`config.mk`:
```
export PLATFORM = sky130hd
export DESIGN_NAME = dma_chan_seq
export DESIGN_NICKNAME = d
export VERILOG_FILES = /design/src/rtl/dseq_pkg.sv /design/src/rtl/dseq_addr_step.sv /design/src/rtl/dseq_down_ctr.sv /design/src/rtl/dma_chan_seq.sv
export SDC_FILE = /design/constraint.sdc
export NUM_CORES = 1
export LEC_CHECK = 0
export ABC_AREA = 1
export BUFFER_PORTS_ARGS = -buffer_cell sky130_fd_sc_hd__buf_2
export CAP_MARGIN = 20
export CORE_MARGIN = 2
export CORE_UTILIZATION = 55
export CTS_BUF_LIST = sky130_fd_sc_hd__clkbuf_4 sky130_fd_sc_hd__clkbuf_8
export DETAILED_ROUTE_END_ITERATION = 6
export HOLD_SLACK_MARGIN = 0.06
export PLACE_DENSITY = 0.89
export SYNTH_ARGS = -nofsm -noshare
export SYNTH_HDL_FRONTEND = slang
export SYNTH_SLANG_ARGS = --single-unit
```
`constraint.sdc`:
```
create_clock -name clk -period 2 [get_ports clk]
set_clock_uncertainty 0.05 [all_clocks]
set_input_delay 0.1 -clock clk [delete_from_list [all_inputs] [get_ports clk]]
set_output_delay 0.1 -clock clk [all_outputs]
set_load 0.01 [all_outputs]
```
`src/rtl/dseq_pkg.sv`:
```
package dseq_pkg;
  typedef enum logic [2:0] {
    S_IDLE, S_FETCH, S_ARB, S_RD, S_WR, S_BEND
  } seq_state_e;

  localparam int CTL_SIZE_LSB = 16;
  localparam int CTL_SRC_STEP = 18;
  localparam int CTL_DST_STEP = 19;
  localparam int CTL_BLK_IRQ  = 20;
  localparam int CTL_TXN_IRQ  = 21;

  // size code 3 is treated as a word access
  function automatic logic [1:0] norm_size(input logic [1:0] code);
    return (code == 2'd3) ? 2'd2 : code;
  endfunction
endpackage

```
`src/rtl/dseq_addr_step.sv`:
```
module dseq_addr_step #(
  parameter int AW = 32
) (
  input  logic [AW-1:0] cur,
  input  logic          step_en,
  input  logic [1:0]    size,
  output logic [AW-1:0] nxt
);
  // next beat address: advance by 1, 2 or 4 bytes when stepping
  always_comb begin
    nxt = cur;
    if (step_en) nxt = cur + (AW'(1) << size);
  end
endmodule

```
`src/rtl/dseq_down_ctr.sv`:
```
module dseq_down_ctr #(
  parameter int W = 17
) (
  input  logic         clk,
  input  logic         rst,
  input  logic         load,
  input  logic [W-1:0] load_val,
  input  logic         dec,
  output logic         last
);
  logic [W-1:0] cnt;

  always_ff @(posedge clk) begin
    if (rst)       cnt <= '0;
    else if (load) cnt <= load_val;
    else if (dec)  cnt <= cnt - W'(1);
  end

  assign last = (cnt == W'(1));

  // a loaded count is never zero and never runs below zero
  assert_ctr_load_nonzero_R3: assert property (@(posedge clk) disable iff (rst)
    load |-> load_val != '0);
  assert_ctr_no_underflow_R6: assert property (@(posedge clk) disable iff (rst)
    dec |-> cnt != '0);
endmodule

```
`src/rtl/dma_chan_seq.sv`:
```
module dma_chan_seq
  import dseq_pkg::*;
#(
  parameter int AW    = 32,
  parameter int CNT_W = 16,
  parameter int BL_W  = 4
) (
  input  logic            clk,
  input  logic            rst,
  input  logic            en_set,
  input  logic [AW-1:0]   desc_base,
  input  logic [BL_W-1:0] burst_len_m1,
  input  logic            trig_periph,
  input  logic            trig_sw,
  input  logic            trig_evt,
  output logic            arb_req,
  input  logic            arb_gnt,
  output logic            mem_req,
  output logic            mem_we,
  output logic [1:0]      mem_size,
  output logic [AW-1:0]   mem_addr,
  output logic [31:0]     mem_wdata,
  input  logic            mem_ack,
  input  logic [31:0]     mem_rdata,
  input  logic            irq_clr,
  output logic            chan_en,
  output logic            blk_done,
  output logic            txn_done,
  output logic            blk_irq,
  output logic            txn_irq
);
  localparam int BLK_W = CNT_W + 1;
  localparam int BST_W = BL_W + 1;

  seq_state_e state;
  logic          en_q;
  logic [AW-1:0] desc_ptr, src_a, dst_a, nxt_q, addr_q;
  logic [1:0]    fidx, bsize, size_q;
  logic          src_step, dst_step, birq_en, tirq_en;
  logic          req_q, we_q, arbreq_q, bdone_q, tdone_q, birq_q, tirq_q;
  logic [31:0]   wdata_q;
  logic [AW-1:0] src_nx, dst_nx;

  logic trig_any;
  assign trig_any = trig_periph | trig_sw | trig_evt;

  dseq_addr_step #(.AW(AW)) u_src_step (
    .cur(src_a), .step_en(src_step), .size(bsize), .nxt(src_nx));
  dseq_addr_step #(.AW(AW)) u_dst_step (
    .cur(dst_a), .step_en(dst_step), .size(bsize), .nxt(dst_nx));

  // beats left in the block; a zero count field means 2^CNT_W
  logic             blk_load, beat_end, blk_last, bst_load, bst_last;
  logic [BLK_W-1:0] blk_val;
  logic [BST_W-1:0] bst_val;

  assign blk_load = (state == S_FETCH) && mem_ack && (fidx == 2'd0);
  assign blk_val  = (mem_rdata[CNT_W-1:0] == '0) ? {1'b1, {CNT_W{1'b0}}}
                                                 : {1'b0, mem_rdata[CNT_W-1:0]};
  assign beat_end = (state == S_WR) && mem_ack;
  assign bst_load = (state == S_ARB) && arb_gnt;
  assign bst_val  = {1'b0, burst_len_m1} + BST_W'(1);

  dseq_down_ctr #(.W(BLK_W)) u_blk_ctr (
    .clk(clk), .rst(rst), .load(blk_load), .load_val(blk_val),
    .dec(beat_end), .last(blk_last));
  dseq_down_ctr #(.W(BST_W)) u_bst_ctr (
    .clk(clk), .rst(rst), .load(bst_load), .load_val(bst_val),
    .dec(beat_end), .last(bst_last));

  always_ff @(posedge clk) begin
    if (rst) begin
      state    <= S_IDLE;
      en_q     <= 1'b0;
      desc_ptr <= '0;
      src_a    <= '0;
      dst_a    <= '0;
      nxt_q    <= '0;
      addr_q   <= '0;
      fidx     <= 2'd0;
      bsize    <= 2'd0;
      size_q   <= 2'd0;
      src_step <= 1'b0;
      dst_step <= 1'b0;
      birq_en  <= 1'b0;
      tirq_en  <= 1'b0;
      req_q    <= 1'b0;
      we_q     <= 1'b0;
      arbreq_q <= 1'b0;
      bdone_q  <= 1'b0;
      tdone_q  <= 1'b0;
      birq_q   <= 1'b0;
      tirq_q   <= 1'b0;
      wdata_q  <= '0;
    end else begin
      bdone_q <= 1'b0;
      tdone_q <= 1'b0;
      if (irq_clr) begin
        birq_q <= 1'b0;
        tirq_q <= 1'b0;
      end
      case (state)
        S_IDLE: begin
          if (en_set) begin
            en_q     <= 1'b1;
            desc_ptr <= desc_base;
          end else if (en_q && trig_any) begin
            state  <= S_FETCH;
            fidx   <= 2'd0;
            req_q  <= 1'b1;
            we_q   <= 1'b0;
            size_q <= 2'd2;
            addr_q <= desc_ptr;
          end
        end
        S_FETCH: begin
          if (mem_ack) begin
            case (fidx)
              2'd0: begin
                bsize    <= norm_size(mem_rdata[CTL_SIZE_LSB +: 2]);
                src_step <= mem_rdata[CTL_SRC_STEP];
                dst_step <= mem_rdata[CTL_DST_STEP];
                birq_en  <= mem_rdata[CTL_BLK_IRQ];
                tirq_en  <= mem_rdata[CTL_TXN_IRQ];
              end
              2'd1:    src_a <= mem_rdata[AW-1:0];
              2'd2:    dst_a <= mem_rdata[AW-1:0];
              default: nxt_q <= mem_rdata[AW-1:0];
            endcase
            if (fidx == 2'd3) begin
              req_q    <= 1'b0;
              arbreq_q <= 1'b1;
              state    <= S_ARB;
            end else begin
              fidx   <= fidx + 2'd1;
              addr_q <= addr_q + AW'(4);
            end
          end
        end
        S_ARB: begin
          if (arb_gnt) begin
            arbreq_q <= 1'b0;
            state    <= S_RD;
            req_q    <= 1'b1;
            we_q     <= 1'b0;
            addr_q   <= src_a;
            size_q   <= bsize;
          end
        end
        S_RD: begin
          if (mem_ack) begin
            wdata_q <= mem_rdata;
            we_q    <= 1'b1;
            addr_q  <= dst_a;
            state   <= S_WR;
          end
        end
        S_WR: begin
          if (mem_ack) begin
            src_a <= src_nx;
            dst_a <= dst_nx;
            we_q  <= 1'b0;
            if (blk_last) begin
              req_q <= 1'b0;
              state <= S_BEND;
            end else if (bst_last) begin
              req_q    <= 1'b0;
              arbreq_q <= 1'b1;
              state    <= S_ARB;
            end else begin
              addr_q <= src_nx;
              state  <= S_RD;
            end
          end
        end
        S_BEND: begin
          bdone_q <= 1'b1;
          if (birq_en) birq_q <= 1'b1;
          if (nxt_q == '0) begin
            tdone_q <= 1'b1;
            en_q    <= 1'b0;
            if (tirq_en) tirq_q <= 1'b1;
            state   <= S_IDLE;
          end else begin
            desc_ptr <= nxt_q;
            state    <= S_FETCH;
            fidx     <= 2'd0;
            req_q    <= 1'b1;
            we_q     <= 1'b0;
            size_q   <= 2'd2;
            addr_q   <= nxt_q;
          end
        end
        default: state <= S_IDLE;
      endcase
    end
  end

  assign arb_req   = arbreq_q;
  assign mem_req   = req_q;
  assign mem_we    = we_q;
  assign mem_size  = size_q;
  assign mem_addr  = addr_q;
  assign mem_wdata = wdata_q;
  assign chan_en   = en_q;
  assign blk_done  = bdone_q;
  assign txn_done  = tdone_q;
  assign blk_irq   = birq_q;
  assign txn_irq   = tirq_q;

  // beats since the last grant, against the burst length latched at the grant
  logic [BST_W-1:0] chk_beats, chk_bl;
  always_ff @(posedge clk) begin
    if (rst) begin
      chk_beats <= '0;
      chk_bl    <= '0;
    end else if (bst_load) begin
      chk_beats <= '0;
      chk_bl    <= bst_val;
    end else if (beat_end) begin
      chk_beats <= chk_beats + BST_W'(1);
    end
  end

  assert_burst_bound_R6: assert property (@(posedge clk) disable iff (rst)
    chk_beats <= chk_bl);
  assert_no_req_in_arb_R7: assert property (@(posedge clk) disable iff (rst)
    arb_req |-> !mem_req);
  assert_req_hold_R11: assert property (@(posedge clk) disable iff (rst)
    mem_req && !mem_ack |=> mem_req && $stable(mem_addr) && $stable(mem_we));
  assert_size_legal_R3: assert property (@(posedge clk) disable iff (rst)
    mem_req |-> mem_size != 2'd3);
  assert_blk_pulse_R9: assert property (@(posedge clk) disable iff (rst)
    blk_done |=> !blk_done);
  assert_txn_end_R9: assert property (@(posedge clk) disable iff (rst)
    txn_done |-> blk_done && !chan_en);
  assert_idle_trig_ignored_R1: assert property (@(posedge clk) disable iff (rst)
    !chan_en && state == S_IDLE |=> !mem_req);
endmodule

```
==> results.ini, run 1 <==
[status]
status=stopped before the end
stop_stage=5_1_grt
stop_error=[ERROR GRT-0232] Routing congestion too high. Check the congestion heatmap in the GUI.

[synthesis]
synth_area_leader_cell=dfxtp_1
synth.top_cell.area_share_pct=34.3
syn_area_per_cell_sq_um=6.38
syn_nets=2247
ys_ff_latch=235
synthSimpleGateAreaFrac_pct=31.0
yosys-top-cells-area=dfxtp_1 (34%), nand2_1 (13%), o21ai_0 (7.7%)
synth_edf_count=0
yosysWarnings=0
yosys-mux-area-fraction_pct=0
syn-cell-area_sq_um=13700
synth_cell_types=54
synth_cells=2153
synthAdderAreaFrac_pct=1.55
synth_compound_gate_area_share_pct=21.8
ys.flop_type=dfxtp_1
synth_seq_area_share_pct=34.3
synth_top_family_by_area=simple AND/OR/NAND/NOR gates
synth-async-reset-ratio_pct=0
synth_xor_area_share_pct=1.40

[global_route]
grt_overflow=33
grt_max_degree=52
grt_usage_pct=78.1

[floorplanning]
die_w_um=162
die_height_um=162
core.rowCount=57
start_util_pct=56.3
io_pins=151

[cts]
cts_max_level=2
tritoncts.num_buffers=40
clock-root-buffer=clkbuf_8
cts_num_sinks=235
clockBufferDepth=3

[place]
gp_congestion=1.07
port-buffer-count=150
place_area_sq_um=16800
post-place-cells=2811
hpwl_um=46000

[timing]
worst_endpoint_kind=register data pin
worst_endpoint=mem_addr[12]$_SDFFE_PP0P_/D

kinds of logic after synthesis:
logic type | count (synthesis)
adders and majority gates | 17
xor gates and xnor gates | 22
and+or+nand+nor | 995
buffers and inverters | 346
DFF | 235
AOI/OAI and AO/OA | 538
timing repair:
item / CTS
setup endpoints to repair: 103
hold buffers: 73
pin swaps: 59
resized for setup: 193
buffers inserted: 28
hold endpoints to repair: 185
cloned: 5
Yosys cell counts, types with 4 or more instances:
master    number
ha_1          17
a221oi_1      11
xor2_1        17
buf_4          4
dfxtp_1      235
nand2_1      486
nand4_1       42
nor2_2         4
a21oi_1      183
a31oi_1       75
a211oi_1      13
or2_2         12
inv_1        224
o21bai_1       4
inv_2         14
nand3_1      167
nor3_1        32
clkbuf_1      69
nor2_1       214
xnor2_1        5
nor4_1        22
o21ai_0      210
o221ai_1       6
o211ai_1       8
o22ai_1        5
buf_2         28
metrics by stage:
step | setup WS (ns) | utilization, %
floorplan | -0.0363 | -
CTS | -0.108 | 80.0
global placement | -0.286 | 69.0
detailed placement | -0.363 | 69.0
routing by layer:
layer	overflow	GRT usage (%)
met3	0	64.7
met5	0	41.3
met2	18	92.3
met1	0	77.5
met4	15	78.8
==> inputs of run 2 (changes only) <==
--- a/config.mk
+++ b/config.mk
@@ -9,11 +9,9 @@
 export BUFFER_PORTS_ARGS = -buffer_cell sky130_fd_sc_hd__buf_2
 export CAP_MARGIN = 20
 export CORE_MARGIN = 2
-export CORE_UTILIZATION = 55
-export CTS_BUF_LIST = sky130_fd_sc_hd__clkbuf_4 sky130_fd_sc_hd__clkbuf_8
+export CORE_UTILIZATION = 40
 export DETAILED_ROUTE_END_ITERATION = 6
-export HOLD_SLACK_MARGIN = 0.06
-export PLACE_DENSITY = 0.89
+export PLACE_DENSITY_LB_ADDON = 0.15
 export SYNTH_ARGS = -nofsm -noshare
 export SYNTH_HDL_FRONTEND = slang
 export SYNTH_SLANG_ARGS = --single-unit
==> constraint.sdc (replaced) <==
create_clock -name clk -period 2.6 [get_ports clk]
set_clock_uncertainty 0.05 [all_clocks]
set_input_delay 0.13 -clock clk [delete_from_list [all_inputs] [get_ports clk]]
set_output_delay 0.13 -clock clk [all_outputs]
set_load 0.01 [all_outputs]
==> run 2 against run 1 <==
Effect of this change: the run now ends clean; synthesized cell count stayed put; synthesized area is the same.
==> results.ini, run 2 <==
[finish]
final_core_util_pct=50.4
design_area_sq_um=17000
area_delta_synth_final_pct=23.6
final_common_cell=nand2_1
drive_gt1_share_pct=13.7
final_cell_mix=nand2_1 (483), dfxtp_1 (234), inv_1 (223), nor2_1 (212), o21ai_0 (207)
nNetsFinal=2470
diodes=0

[timing]
setup_viol_count_final=0
hold_viol=0
tns_ns=0
layout_setup_ws_ns=0.142
max_slew_margin_pct=37.4
max_slew.worst_pin.slew_ns=0.938
min_period_over_period_pct=94.5
slew_viol_final=0
rsz0062_at_grt=no
max_freq_mhz=407
period_needed_ns=2.46

[drt]
wl_per_cell_um=21.2
drcViolationCount=0
wirelength_um=60300
detail-route-antenna-nets=0
first_pass_iters=5
drt-initial-drc-count=1598
viasPerCell=5.66
vias=16100

[global_route]
first_global_vias=15100
grt_pass1_wl_um=91200
grt-busiest-layer=met2
grt_util_met2_pct=52.5
grt_max_degree=78
grt_overflow=0
met3_usage_pct=4.87
grt_usage_pct=33.1
antenna_found_initial=0
gr-usage-met1_pct=44.5

[cts]
clockBufferDepth=3  ; unchanged
tritoncts.num_buffers=28  ; -30%
worst_skew_pair.late_latency_ns=0.61
cts_tree=built
cts_num_sinks=235  ; unchanged
clkTransAtPathRegs_ns=0.06
cts_max_level=1  ; -1
clock-root-buffer=clkbuf_16

[setup_path]
crit_fanout=4
cp.arrival_ns=2.87
slowest_delay_ns=0.65
cp-end-kind=flop
crit_type=reg -> reg
crit_chain=nor4_1, nand4_1, buf_4, nor2_1, buf_4, nand2_1, nand3_1, nor3_2, nand2_1, nand2_1, nor2_1
required_ns=3.01
cpMaxStageDelayCell=nor3_2
critPathLaunchType=flop
critPathMostFrequentCell=nand2_1

[power]
pwr_density_cell_nw_per_um2=712
ir_drop_uv=547
power.share.clock_pct=34.1
p_seq_share_pct=37.9
leakagePower_uw=0.00704
pwr-share-comb_pct=27.9
power.internal_uw=7610
switching_share_pct=37.1
power.switching_uw=4480

[floorplanning]
core.rowCount=67  ; +18%
start_util_pct=40.8  ; -16 points
die_height_um=189  ; +17%
die_w_um=189  ; +17%
io_pins=151  ; unchanged
die_area_sq_um=35800
coreArea_sq_um=33700

[place]
hpwl_um=45800  ; -0.57%
gp_congestion=1.03  ; -3.3%
place_ws_ns=0.0918  ; +0.455 ns
port-buffer-count=150  ; unchanged
place_area_sq_um=15200  ; -9.5%

[synthesis]
synth_area_leader_cell=dfxtp_1
synth_edf_count=0  ; unchanged
syn-cell-area_sq_um=13700  ; unchanged
ys_ff_latch=235  ; unchanged
ys_top_cells_by_count=nand2_1 (486), dfxtp_1 (235), inv_1 (224)
synth.top_cell.area_share_pct=34.3  ; unchanged
synth_seq_area_share_pct=34.3  ; unchanged
syn_nets=2247  ; unchanged
yosysMostFrequentCell=nand2_1
synth_cells=2153  ; unchanged
ys.flop_type=dfxtp_1
yosys-top-cells-area=dfxtp_1 (34%), nand2_1 (13%), o21ai_0 (7.7%)
yosysWarnings=0  ; unchanged
synth_cell_types=54  ; unchanged
syn_area_per_cell_sq_um=6.38  ; unchanged
synth-async-reset-ratio_pct=0  ; unchanged

[flow_run]
maxCapViolations=0

[min_path]
hp-class=in -> reg

[status]
status=finished clean

-- run 2: cell counts after synthesis --
Identical to the previous run, type by type.
-- run 2: cells by family after synthesis --
family                   Yosys count  share of synthesized area (%)
AND/OR/NAND/NOR                  995                           31.0
buffers and inverters            346                           9.96
adder cells (fa/ha/maj)           17                           1.55
AO/OA/AOI/OAI                    538                           21.8
flip-flops                       235                           34.3
XOR/XNOR                          22                           1.40
-- run 2: per-stage QoR --
stage          hold WS, ns  std cells  total power (uW)
2_1_floorplan        0.164       2153              6580
3_3_place_gp         0.317       2719              7840
3_5_place_dp         0.328       2719              7840
4_1_cts             0.0118       2841             12000
5_1_grt             0.0713       2844             12700
6_report            0.0415       2844             12100
-- run 2: layout make-up --
cell class	count	area, sq um
clock buffer	36	801
inverter	240	905
sequential	235	4710
timing repair buffer	299	2140
fill	3490	16700
clock inverter	14	156
multi-input combinational	1572	7700
tap	448	561
-- run 2: final timing paths --
path / startpoint / to / slack (ns) / depth (start not counted)
max: nxt_q[13] / mem_addr[0] / 0.14 / 11
min: mem_ack / state[2] / 0.04 / 4
max reg2reg: nxt_q[13] / mem_addr[0] / 0.14 / 11
min reg2reg: mem_wdata[22] / mem_wdata[22] / 0.41 / 2
-- run 2: power by group through the flow --
stage                     Sequential (uW)  Clock (uW)  Combinational [uW]
after floorplan                      4500           0                2080
after global placement               4640           0                3200
after detailed placement             4640           0                3210
after CTS                            4560        4160                3300
after global routing                 4630        4290                3740
final                                4580        4130                3380
-- run 2: repair_timing --
item	in CTS	in global routing
endpoints found under the hold margin	164	0
setup buffers	0	3
endpoints found under the setup margin	0	29
hold buffers	72	0
gates resized for setup	0	10
-- run 2: per-layer routing --
| layer | vias to the layer above | routed length, um |
|---|---|---|
| met4 | 0 | 3030 |
| li1 | 7686 | - |
| met3 | 136 | 4420 |
| met2 | 735 | 26400 |
| met1 | 7541 | 26400 |
| met5 | - | 0 |
-- run 2: critical path, delay by kind of cell, from the launching register on --
| family | cells | cell delay [ns] |
|---|---|---|
| simple gates | 9 | 1.48 |
| flops | 1 | 0.45 |
| buf+inv | 2 | 0.33 |
Note: power is estimated with default switching activity, not from simulation.
